<file path="src/rtl/stepped_agc_pkg.sv">
// Package: shared constants and types for the stepped gain controller.
// Assumes: threshold scale factors are in units of 1/256.
package stepped_agc_pkg;

    // Gain action chosen at one decision point.
    typedef enum logic [2:0] {
        ACT_HOLD = 3'd0,
        ACT_UP1  = 3'd1,
        ACT_UP5  = 3'd2,
        ACT_DN1  = 3'd3,
        ACT_DN5  = 3'd4
    } gain_act_e;

    localparam int unsigned SCALE_SHIFT = 8;
    localparam int unsigned K_W         = 10;
    localparam int unsigned NUM_LEVELS  = 4;

    // Level index: 0 coarse high, 1 fine high, 2 fine low, 3 coarse low.
    localparam int unsigned LVL_K [NUM_LEVELS] = '{809, 322, 203, 81};

    localparam int unsigned COARSE_DB = 5;
    localparam int unsigned FINE_DB   = 1;

endpackage

</file>
<file path="src/rtl/agc_envelope.sv">
// Module: agc_envelope
// Squares each valid I/Q pair and keeps the peak since the last step point.
// peak_now includes the sample of the current cycle, so a decision made in
// this cycle sees it. Assumes clr and tick are single-cycle events.
module agc_envelope #(
    parameter int SAMPLE_W = 12,
    localparam int SQ_W    = 2 * SAMPLE_W
) (
    input  logic                       clk,
    input  logic                       rst_n,
    input  logic                       clr,
    input  logic                       tick,
    input  logic                       in_valid,
    input  logic signed [SAMPLE_W-1:0] in_i,
    input  logic signed [SAMPLE_W-1:0] in_q,
    output logic        [SQ_W-1:0]     peak_now
);

    logic signed [SQ_W-1:0] ii_sq;
    logic signed [SQ_W-1:0] qq_sq;
    logic        [SQ_W-1:0] mag_sq;
    logic        [SQ_W-1:0] peak_q;

    // Squared magnitude of the current pair and peak including it.
    always_comb begin
        ii_sq    = in_i * in_i;
        qq_sq    = in_q * in_q;
        mag_sq   = SQ_W'(ii_sq) + SQ_W'(qq_sq);
        peak_now = (in_valid && (mag_sq > peak_q)) ? mag_sq : peak_q;
    end

    // Peak register, restarted at each step point and at packet start.
    always_ff @(posedge clk) begin
        if (!rst_n || clr || tick) begin
            peak_q <= '0;
        end else begin
            peak_q <= peak_now;
        end
    end

    // between restarts the held peak can only grow.
    p_peak_grows_r3: assert property (@(posedge clk) disable iff (!rst_n)
        (!clr && !tick) |=> (peak_q >= $past(peak_q)));

endmodule

</file>
<file path="src/rtl/agc_thresh.sv">
// Module: agc_thresh
// Derives the four comparison levels from the target amplitude and latches
// them at packet start, so the multipliers sit off the per-sample path.
// Assumes target_amp is valid in the pkt_start cycle.
module agc_thresh
    import stepped_agc_pkg::*;
#(
    parameter int SAMPLE_W = 12,
    localparam int TSQ_W   = 2 * SAMPLE_W,
    localparam int PROD_W  = TSQ_W + K_W,
    localparam int TH_W    = PROD_W - SCALE_SHIFT
) (
    input  logic                             clk,
    input  logic                             rst_n,
    input  logic                             load,
    input  logic [SAMPLE_W-1:0]              target_amp,
    output logic [NUM_LEVELS-1:0][TH_W-1:0]  levels
);

    logic [TSQ_W-1:0] tsq;

    // Target amplitude squared.
    always_comb begin
        tsq = TSQ_W'(target_amp) * TSQ_W'(target_amp);
    end

    for (genvar g = 0; g < NUM_LEVELS; g++) begin : g_level
        logic [PROD_W-1:0] prod;

        // Scaled target power for this level.
        always_comb begin
            prod = PROD_W'(tsq) * PROD_W'(LVL_K[g]);
        end

        // Latch the level at packet start.
        always_ff @(posedge clk) begin
            if (!rst_n) begin
                levels[g] <= '0;
            end else if (load) begin
                levels[g] <= prod[PROD_W-1:SCALE_SHIFT];
            end
        end
    end

    // the levels keep their order high to low once latched.
    p_level_order_r4: assert property (@(posedge clk) disable iff (!rst_n)
        (levels[0] >= levels[1]) && (levels[1] >= levels[2]) && (levels[2] >= levels[3]));

endmodule

</file>
<file path="src/rtl/agc_timer.sv">
// Module: agc_timer
// Generates the step point and the adaptation window. The step counter and the
// window counter restart on start and stop once the window has expired.
// Assumes step_cycles and window_cycles are at least 1 and do not change mid-packet.
module agc_timer #(
    parameter int CNT_W = 16
) (
    input  logic             clk,
    input  logic             rst_n,
    input  logic             start,
    input  logic             freeze,
    input  logic [CNT_W-1:0] step_cycles,
    input  logic [CNT_W-1:0] window_cycles,
    output logic             tick,
    output logic             step_en,
    output logic             frozen
);

    logic [CNT_W-1:0] step_cnt_q;
    logic [CNT_W-1:0] win_cnt_q;
    logic             frozen_q;

    // Step point and the decision enable it yields when not held.
    always_comb begin
        tick    = !frozen_q && !start && (step_cnt_q == (step_cycles - CNT_W'(1)));
        step_en = tick && !freeze;
        frozen  = frozen_q;
    end

    // Step and window counting with automatic freeze at window end.
    always_ff @(posedge clk) begin
        if (!rst_n) begin
            step_cnt_q <= '0;
            win_cnt_q  <= '0;
            frozen_q   <= 1'b1;
        end else if (start) begin
            step_cnt_q <= '0;
            win_cnt_q  <= '0;
            frozen_q   <= 1'b0;
        end else if (!frozen_q) begin
            step_cnt_q <= tick ? '0 : step_cnt_q + CNT_W'(1);
            win_cnt_q  <= win_cnt_q + CNT_W'(1);
            if (win_cnt_q == (window_cycles - CNT_W'(1))) begin
                frozen_q <= 1'b1;
            end
        end
    end

    // once frozen, only a new packet reopens the window.
    p_frozen_sticky_r10: assert property (@(posedge clk) disable iff (!rst_n)
        (frozen_q && !start) |=> frozen_q);

    // no step point two cycles running unless the step is one cycle long.
    p_tick_spacing_r8: assert property (@(posedge clk) disable iff (!rst_n)
        (tick && (step_cycles != CNT_W'(1)) && $stable(step_cycles)) |=> !tick);

endmodule

</file>
<file path="src/rtl/agc_gain.sv">
// Module: agc_gain
// Chooses the gain action from the peak and the levels, applies it with
// saturation, and tracks the settled flag. Assumes step_en is one cycle wide.
module agc_gain
    import stepped_agc_pkg::*;
#(
    parameter int SQ_W      = 24,
    parameter int TH_W      = 26,
    parameter int ATTEN_W   = 7,
    parameter int MAX_ATTEN = 96
) (
    input  logic                            clk,
    input  logic                            rst_n,
    input  logic                            load,
    input  logic [ATTEN_W-1:0]              init_atten,
    input  logic                            step_en,
    input  logic [SQ_W-1:0]                 peak,
    input  logic [NUM_LEVELS-1:0][TH_W-1:0] levels,
    output logic [ATTEN_W-1:0]              atten,
    output logic                            settled
);

    localparam logic [ATTEN_W-1:0] MAX_A    = ATTEN_W'(MAX_ATTEN);
    localparam logic [ATTEN_W-1:0] COARSE_A = ATTEN_W'(COARSE_DB);
    localparam logic [ATTEN_W-1:0] FINE_A   = ATTEN_W'(FINE_DB);

    logic [TH_W-1:0]    peak_ext;
    gain_act_e          act;
    logic [ATTEN_W-1:0] atten_nx;
    logic [ATTEN_W-1:0] atten_q;
    logic               settled_q;

    // Pick the action: coarse checks first, dead band last.
    always_comb begin
        peak_ext = TH_W'(peak);
        if (peak_ext > levels[0]) begin
            act = ACT_UP5;
        end else if (peak_ext > levels[1]) begin
            act = ACT_UP1;
        end else if (peak_ext < levels[3]) begin
            act = ACT_DN5;
        end else if (peak_ext < levels[2]) begin
            act = ACT_DN1;
        end else begin
            act = ACT_HOLD;
        end
    end

    // Apply the action with saturation at both rails.
    always_comb begin
        unique case (act)
            ACT_UP5: atten_nx = (atten_q > MAX_A - COARSE_A) ? MAX_A : atten_q + COARSE_A;
            ACT_UP1: atten_nx = (atten_q > MAX_A - FINE_A)   ? MAX_A : atten_q + FINE_A;
            ACT_DN5: atten_nx = (atten_q < COARSE_A) ? '0 : atten_q - COARSE_A;
            ACT_DN1: atten_nx = (atten_q < FINE_A)   ? '0 : atten_q - FINE_A;
            default: atten_nx = atten_q;
        endcase
    end

    // Attenuation and settled state.
    always_ff @(posedge clk) begin
        if (!rst_n) begin
            atten_q   <= '0;
            settled_q <= 1'b0;
        end else if (load) begin
            atten_q   <= (init_atten > MAX_A) ? MAX_A : init_atten;
            settled_q <= 1'b0;
        end else if (step_en) begin
            atten_q <= atten_nx;
            if (act == ACT_HOLD) begin
                settled_q <= 1'b1;
            end
        end
    end

    assign atten   = atten_q;
    assign settled = settled_q;

    // attenuation never leaves its range.
    p_atten_range_r7: assert property (@(posedge clk) disable iff (!rst_n)
        atten_q <= MAX_A);

    // attenuation moves only at a decision or a load.
    p_hold_between_r8: assert property (@(posedge clk) disable iff (!rst_n)
        (!load && !step_en) |=> $stable(atten_q));

    // one decision moves attenuation by at most the coarse step.
    p_step_size_r5: assert property (@(posedge clk) disable iff (!rst_n)
        (step_en && !load) |=>
        (((atten_q >= $past(atten_q)) ? (atten_q - $past(atten_q))
                                      : ($past(atten_q) - atten_q)) <= COARSE_A));

    // settled stays set until the next load.
    p_settled_sticky_r6: assert property (@(posedge clk) disable iff (!rst_n)
        (settled_q && !load) |=> settled_q);

endmodule

</file>
<file path="src/rtl/stepped_agc.sv">
// Module: stepped_agc
// Top level of the stepped gain controller: envelope peak, threshold levels,
// step and window timing, and the gain decision. Assumes pkt_start is a
// one-cycle pulse and the configuration inputs are stable within a packet.
module stepped_agc
    import stepped_agc_pkg::*;
#(
    parameter int SAMPLE_W  = 12,
    parameter int ATTEN_W   = 7,
    parameter int MAX_ATTEN = 96,
    parameter int CNT_W     = 16
) (
    input  logic                       clk,
    input  logic                       rst_n,
    input  logic                       pkt_start,
    input  logic                       freeze,
    input  logic                       in_valid,
    input  logic signed [SAMPLE_W-1:0] in_i,
    input  logic signed [SAMPLE_W-1:0] in_q,
    input  logic [SAMPLE_W-1:0]        target_amp,
    input  logic [ATTEN_W-1:0]         init_atten,
    input  logic [CNT_W-1:0]           step_cycles,
    input  logic [CNT_W-1:0]           window_cycles,
    output logic [ATTEN_W-1:0]         atten_db,
    output logic                       settled,
    output logic                       frozen
);

    localparam int SQ_W = 2 * SAMPLE_W;
    localparam int TH_W = SQ_W + K_W - SCALE_SHIFT;

    logic                            tick;
    logic                            step_en;
    logic [SQ_W-1:0]                 peak_now;
    logic [NUM_LEVELS-1:0][TH_W-1:0] levels;

    agc_timer #(.CNT_W(CNT_W)) u_timer (
        .clk           (clk),
        .rst_n         (rst_n),
        .start         (pkt_start),
        .freeze        (freeze),
        .step_cycles   (step_cycles),
        .window_cycles (window_cycles),
        .tick          (tick),
        .step_en       (step_en),
        .frozen        (frozen)
    );

    agc_envelope #(.SAMPLE_W(SAMPLE_W)) u_env (
        .clk      (clk),
        .rst_n    (rst_n),
        .clr      (pkt_start),
        .tick     (tick),
        .in_valid (in_valid),
        .in_i     (in_i),
        .in_q     (in_q),
        .peak_now (peak_now)
    );

    agc_thresh #(.SAMPLE_W(SAMPLE_W)) u_thresh (
        .clk        (clk),
        .rst_n      (rst_n),
        .load       (pkt_start),
        .target_amp (target_amp),
        .levels     (levels)
    );

    agc_gain #(
        .SQ_W      (SQ_W),
        .TH_W      (TH_W),
        .ATTEN_W   (ATTEN_W),
        .MAX_ATTEN (MAX_ATTEN)
    ) u_gain (
        .clk        (clk),
        .rst_n      (rst_n),
        .load       (pkt_start),
        .init_atten (init_atten),
        .step_en    (step_en),
        .peak       (peak_now),
        .levels     (levels),
        .atten      (atten_db),
        .settled    (settled)
    );

    // a held gain does not move unless a new packet starts.
    p_freeze_hold_r9: assert property (@(posedge clk) disable iff (!rst_n)
        (freeze && !pkt_start) |=> $stable(atten_db));

    // after the window ends the gain does not move.
    p_window_hold_r10: assert property (@(posedge clk) disable iff (!rst_n)
        (frozen && !pkt_start) |=> $stable(atten_db));

    // before the first packet after reset nothing adapts.
    p_idle_after_reset_r1: assert property (@(posedge clk) disable iff (!rst_n)
        (frozen && !pkt_start) |=> !$rose(settled));

endmodule

</file>
<file path="config.mk">
export PLATFORM = sky130hd
export DESIGN_NAME = stepped_agc
export DESIGN_NICKNAME = d
export VERILOG_FILES = /design/src/rtl/stepped_agc_pkg.sv /design/src/rtl/agc_envelope.sv /design/src/rtl/agc_thresh.sv /design/src/rtl/agc_timer.sv /design/src/rtl/agc_gain.sv /design/src/rtl/stepped_agc.sv
export SDC_FILE = /design/constraint.sdc
export NUM_CORES = 2
export LEC_CHECK = 0
export ABC_CLOCK_PERIOD_IN_PS = 23600
export BUFFER_PORTS_ARGS = -buffer_cell sky130_fd_sc_hd__clkbuf_2
export CAP_MARGIN = 40
export CORE_ASPECT_RATIO = 0.9
export CORE_UTILIZATION = 39
export CTS_CLUSTER_DIAMETER = 30
export DETAILED_ROUTE_END_ITERATION = 8
export GPL_TIMING_DRIVEN = 1
export HOLD_SLACK_MARGIN = 0.03
export PLACE_DENSITY_LB_ADDON = 0.12
export SYNTH_ARGS = -nofsm -noshare
export SYNTH_HDL_FRONTEND = slang
export SYNTH_SLANG_ARGS = --single-unit
export TNS_END_PERCENT = 50
</file>
<file path="constraint.sdc">
create_clock -name clk -period 23.6 [get_ports clk]
set_clock_uncertainty 0.15 [all_clocks]
set_input_delay 2.36 -clock clk [delete_from_list [all_inputs] [get_ports clk]]
set_output_delay 2.36 -clock clk [all_outputs]
set_load 0.02 [all_outputs]
</file>
# After elaboration in Yosys (flattened, before gate mapping)
# Cells that the tools add are included.
# classes
add_sub_neg,9
n_mul,7
order_cmp,10
n_eq_ne,6
n_mux,17
bitwise_logic,1
n_reduce_logical,16
# op_table
operator,n
12-bit by 12-bit multiplier with 24-bit output,3
24-bit by 8-bit multiplier with 32-bit output (second input constant),2
7-bit two-way mux,7
24-bit by 10-bit multiplier with 34-bit output (second input constant),1
16-bit by 1-bit adder with 16-bit output (second input constant),2
16-bit == test,2
16-bit by 1-bit subtractor with 16-bit output (second input constant),2
24-bit by 7-bit multiplier with 31-bit output (second input constant),1
7-bit case mux with 4 select lines,1
24-bit by 26-bit greater-than comparator with 1-bit output,1
24-bit by 25-bit greater-than comparator with 1-bit output,1
24-bit adder,1
24-bit greater-than comparator,1
24-bit by 23-bit less-than comparator with 1-bit output,1
24-bit less-than comparator,1
24-bit two-way mux,1
7-bit greater-than comparator (second input constant),3
16-bit two-way mux,1
3-bit two-way mux,3
7-bit by 1-bit adder with 7-bit output (second input constant),1
7-bit by 3-bit adder with 7-bit output (second input constant),1
7-bit by 1-bit less-than comparator with 1-bit output (second input constant),1
7-bit by 3-bit less-than comparator with 1-bit output (second input constant),1
7-bit by 1-bit subtractor with 7-bit output (second input constant),1
15 further kinds,26
# totals
ff_bits,163
inputBits,80
output_inout_bits,9
word_cells,76

# Depth between registers and ports, before layout
# logic_depth
depth_word,14
depth_mapped,48
depth_no_buf,46

# By module
# A second synthesis with hierarchy kept.
# unflattened
cells_unflattened,4024
hier_area_um2,35077.4
# by_module_without_submodules
module,instances,cells_each,area_each_um2,seq_area_each_um2
agc_thresh,1,1973,17225.3,1961.9
agc_envelope,1,1240,11623.6,480.5
agc_gain,1,491,3574.7,160.2
agc_timer,1,320,2653.8,660.6

# Worst setup path after synthesis
# Ideal clock, no wire load.
# synth_path
path_type,input -> register
from,in in_q[11]
to,"reg u_gain.atten_q[6], in the netlist u_gain.atten[6]"
setup_ns,0.130
t_arrival_ns,13.186
required_ns,23.320
path_slack_ns,10.134
stages,42
path_cell_list,clkbuf_1 -> clkbuf_1 -> nand2_1 -> fa_1 -> inv_1 -> fa_1 -> fa_1 -> fa_1 -> fa_1 -> fa_1 -> inv_1 -> fa_1 -> inv_1 -> ha_1 -> nand4_1 -> o211ai_1 -> a21boi_0 -> a31o_2 -> (+6 left out) -> nor4_1 -> o31ai_1 -> a211oi_4 -> clkbuf_1 -> mux2_2 -> ha_1 -> and4_1 -> and3_1 -> a221o_1 -> a21oi_1 -> or4b_1 -> nor4_1 -> a21o_1 -> o31ai_2 -> maj3_1 -> a41oi_1 -> o32a_1 -> o22ai_2
# synth_via
elab_chain_len,14
elab_cells_between_ends,22
cone_classes,add/sub (1); mul (1); order compare (5); eq/ne (4); mux (8); reduce/logical (3)
# synth_lines
element,line,rtl
from (decl),stepped_agc.sv:19,"input logic signed [SAMPLE_W-1:0] in_q,"
12-bit by 12-bit multiplier with 24-bit output *,agc_envelope.sv:27,qq_sq = in_q * in_q;
24-bit adder *,agc_envelope.sv:28,mag_sq = SQ_W'(ii_sq) + SQ_W'(qq_sq);
24-bit greater-than comparator,agc_envelope.sv:29,peak_now = (in_valid && (mag_sq > peak_q)) ? mag_sq : peak_q;
1-bit logical AND,agc_envelope.sv:29,
24-bit two-way mux *,agc_envelope.sv:29,
net peak_now[18],stepped_agc.sv:34,logic [SQ_W-1:0] peak_now;
24-bit less-than comparator,agc_gain.sv:42,end else if (peak_ext < levels[2]) begin
2-bit two-way mux,agc_gain.sv:42,
3-bit two-way mux,agc_gain.sv:40,end else if (peak_ext < levels[3]) begin
3-bit two-way mux,agc_gain.sv:38,end else if (peak_ext > levels[1]) begin
3-bit two-way mux *,agc_gain.sv:36,if (peak_ext > levels[0]) begin
"3-bit by 2-bit == test with 1-bit output, or another cell as far along",agc_gain.sv:51,unique case (act)
7-bit case mux with 4 select lines,agc_gain.sv:51,
7-bit two-way mux,agc_gain.sv:68,end else if (step_en) begin
7-bit two-way mux,agc_gain.sv:65,end else if (load) begin
to (signal assigned),agc_gain.sv:66,atten_q <= (init_atten > MAX_A) ? MAX_A : init_atten;
to (signal assigned),agc_gain.sv:69,atten_q <= atten_nx;
to (decl),agc_gain.sv:30,logic [ATTEN_W-1:0] atten_q;
# The timed path passes the listed nets; every way through them passes the cells marked *. The select of a mux whose other input is x is not followed.
# A chain may end at the register's enable or synchronous reset.

# Worst setup path after layout
# layout_path
from,in in_q[11]
to,"reg u_gain.atten_q[4], in the netlist u_gain.atten[4]"
# The elaborated chain is that of the path after synthesis.

==> flow_metrics.env <==
export IMPL_status="complete, no violations"
export IMPL_synth_seq_cells=163
export IMPL_hold_ws_ns=0.3310
export IMPL_r2r_end="u_gain.atten[4]"
export IMPL_slew_viol_final=0
export IMPL_postCtsSetupRepairBufs=0
export IMPL_wirelength_mm=81.59
export IMPL_core_mm2=0.08270
export IMPL_start_util_pct=39.39
export IMPL_groute_usage_overall_pct=19.97
export IMPL_yosysWarningCount=0
export IMPL_syn_inst=3614
export IMPL_cp_required_ns=23.84
export IMPL_yosysMostFrequentCell="inv_1"
export IMPL_antenna_found_initial=1
export IMPL_cts_root_buffer="clkbuf_16"
export IMPL_cts_hold_buf=0
export IMPL_setup_viol=0
export IMPL_die_y_um=276.2
export IMPL_dr_wl_met3_mm=2.373
export IMPL_synth_top_area_share_pct=29.62
export IMPL_grt_max_degree=56
export IMPL_viasPerCell=4.864
export IMPL_cp_slowest_stage_delay_ns=0.83
export IMPL_whs_path_depth=2
export IMPL_antenna_cells=0
export IMPL_synth_top_cell_by_area="fa_1"
export IMPL_cts_resized=0
export IMPL_gp_congestion=0.8754
export IMPL_maxCapViolCount=0
export IMPL_nets=4771
export IMPL_grt_ovfl_total=0
export IMPL_start_kind="input pin"
export IMPL_grt_pass1_wl_mm=132.5
export IMPL_cts_sinks=163
export IMPL_grt_pass1_vias=24040
export IMPL_place_area_mm2=0.03445
export IMPL_worstMarginPinSlew_ns=0.9374
export IMPL_syn_area_per_cell_um2=9.015
export IMPL_synth_distinct_cells=83
export IMPL_crit_fanout=25
export IMPL_crit_type="in -> reg"
export IMPL_end_kind="flop"
export IMPL_r2r_start="u_env.peak_q[23]"
export IMPL_rsz0062_at_grt="no"
export IMPL_design_area_mm2=0.03505
export IMPL_synth_main_ff_cell="dfxtp_1"
export IMPL_post_route_period_util_pct=62.80
export IMPL_critPathArrivalTime_ns=15.06
export IMPL_first_iter_violations=1054
export IMPL_drc=0
export IMPL_port_buffers=88
export IMPL_ant_nets=0
export IMPL_fmax_mhz=67.48
export IMPL_dieArea_mm2=0.08470
export IMPL_numCtsBuffers=17
export IMPL_period_minus_slack_ns=14.82
export IMPL_drive_above_1_share_pct=5.583
export IMPL_slowest_stage="fa_1"
export IMPL_synth_seq_area_share_pct=10.02
export IMPL_syn_nets=4708
export IMPL_cp_common_cell="fa_1"
export IMPL_clk_pin_slew_ns=0.08
export IMPL_wl_per_cell_um=16.96
export IMPL_relSlewSlack_pct=37.29
export IMPL_synth_edf_count=0
export IMPL_synthesis_area_mm2=0.03258
export IMPL_timing_hold_violations_final=0
export IMPL_dp_hpwl_mm=70.77
export IMPL_htree_levels=4
export IMPL_cts_buffer_depth=2
export IMPL_min_delay_start="u_thresh.levels[34]"
export IMPL_final_setup_tns_ns=0
export IMPL_async_flop_share_pct=0
export IMPL_r2r_slack_ns=16.87
export IMPL_ios=89
export IMPL_cts_tree="done"
export IMPL_hold_end="u_thresh.levels[34]"
export IMPL_wl_met1_mm=40.39
export IMPL_first_pass_iters=5
export IMPL_area_growth_pct=7.581
export IMPL_synthTopCellsByArea="fa_1 30%, ha_1 20%, dfxtp_1 10%"
export IMPL_synth_common_cells="785 x inv_1, 532 x ha_1, 482 x fa_1"
export IMPL_hp_class="reg -> reg"
export IMPL_vias=23410
export IMPL_reg2reg_depth=22
export IMPL_die_w_um=306.7
export IMPL_row_count=100
export IMPL_routed_wl_met2_mm=37.52
export IMPL_fill_cells=8356
export IMPL_highest_signal_layer="met4"
export IMPL_clock_latency_ns=0.48
==> per-stage QoR <==
stage	util (%)	instances	worst slack, ns
floorplan	-	3614	10.13
global placement	41.52	4769	8.506
detailed placement	41.65	4780	8.324
CTS	42.38	4812	8.771
global route	42.38	4812	7.918
finish	42.38	4812	8.780
==> critical path, delay by kind of cell <==
kind | cells | cell delay (ns)
xor gates and xnor gates | 1 | 0.17
AOI/OAI and AO/OA | 16 | 4.08
buffers and inverters | 6 | 1.18
adders and majority gates | 10 | 4.92
and+or+nand+nor | 10 | 2.30
==> routing by layer <==
layer	global-route usage [%]	up-vias
met1	29.07	11330
met5	0	-
met2	32.05	296
met3	1.924	57
li1	-	11730
met4	4.115	0
==> cells by family (layout without fill, tap and decap cells) <==
family / count (synthesis) / in the layout / synth area share [%]
buffers and inverters: 871 / 947 / 10.04
DFF: 163 / 163 / 10.02
other: 1 / 1 / 0.01151
AOI/OAI and AO/OA: 477 / 477 / 9.532
xor gates and xnor gates: 233 / 233 / 6.263
and+or+nand+nor: 795 / 795 / 12.22
adders and majority gates: 1015 / 1015 / 50.08
muxes: 59 / 59 / 1.843
==> sequential cells by signal, indices dropped and copies added, names as in the netlist <==
| signal | flops |
|---|---|
| u_gain.settled | 1 |
| u_gain.atten | 7 |
| u_timer.frozen | 1 |
| u_timer.step_cnt_q | 16 |
| u_thresh.levels | 98 |
| u_timer.win_cnt_q | 16 |
| u_env.peak_q | 24 |
==> cell type report <==
cell class / count / area [um^2] / share of cell area, %
Inverter: 785 / 2947 / 8.407
Tap cell: 1122 / 1404 / 4.005
Clock buffer: 18 / 439.2 / 1.253
Sequential cell: 163 / 3263 / 9.310
Clock inverter: 14 / 165.2 / 0.4712
Multi-Input combinational cell: 2580 / 26050 / 74.32
Timing Repair Buffer: 130 / 784.5 / 2.238
==> worst max-delay path by stage <==
stage | end | start | depth (start not counted) | slack (ns)
after global routing | u_gain.atten[6] | in_q[11] | 43 | 7.92
after detailed placement | u_gain.atten[4] | in_q[11] | 43 | 8.32
after CTS | u_gain.atten[4] | in_q[11] | 43 | 8.77
after global placement | u_gain.atten[4] | in_q[11] | 43 | 8.51
after floorplan | u_gain.atten[6] | in_q[11] | 42 | 10.13
final | u_gain.atten[4] | in_q[11] | 43 | 8.78
==> cells in the final DEF, fill, tap and decap left out, types with 14 or more instances in the layout <==
cell       Yosys  final
nor2_1       194    194
clkbuf_2       0     87
nor3_1        44     44
a21o_1        49     49
fa_1         482    482
clkbuf_16      0     17
o21ai_0       88     88
xnor2_1      156    156
a31oi_1       20     20
a211oi_1      27     27
nand4_1       25     25
dfxtp_1      163    163
nor4_1        14     14
nor2b_1       58     58
nand3_1       41     41
and3_1        32     32
inv_1        785    784
o22ai_1       30     30
ha_1         532    532
nand2b_1      23     23
buf_4          0     33
and2_1       119    119
a21oi_1      139    139
xor2_1        77     77
mux2i_1       51     51
nand2_1      190    189
o21a_1        16     16
Power is left out: the tool's default activity adds up to more than one toggle a clock period on the data nets, which glitch-free logic cannot reach.
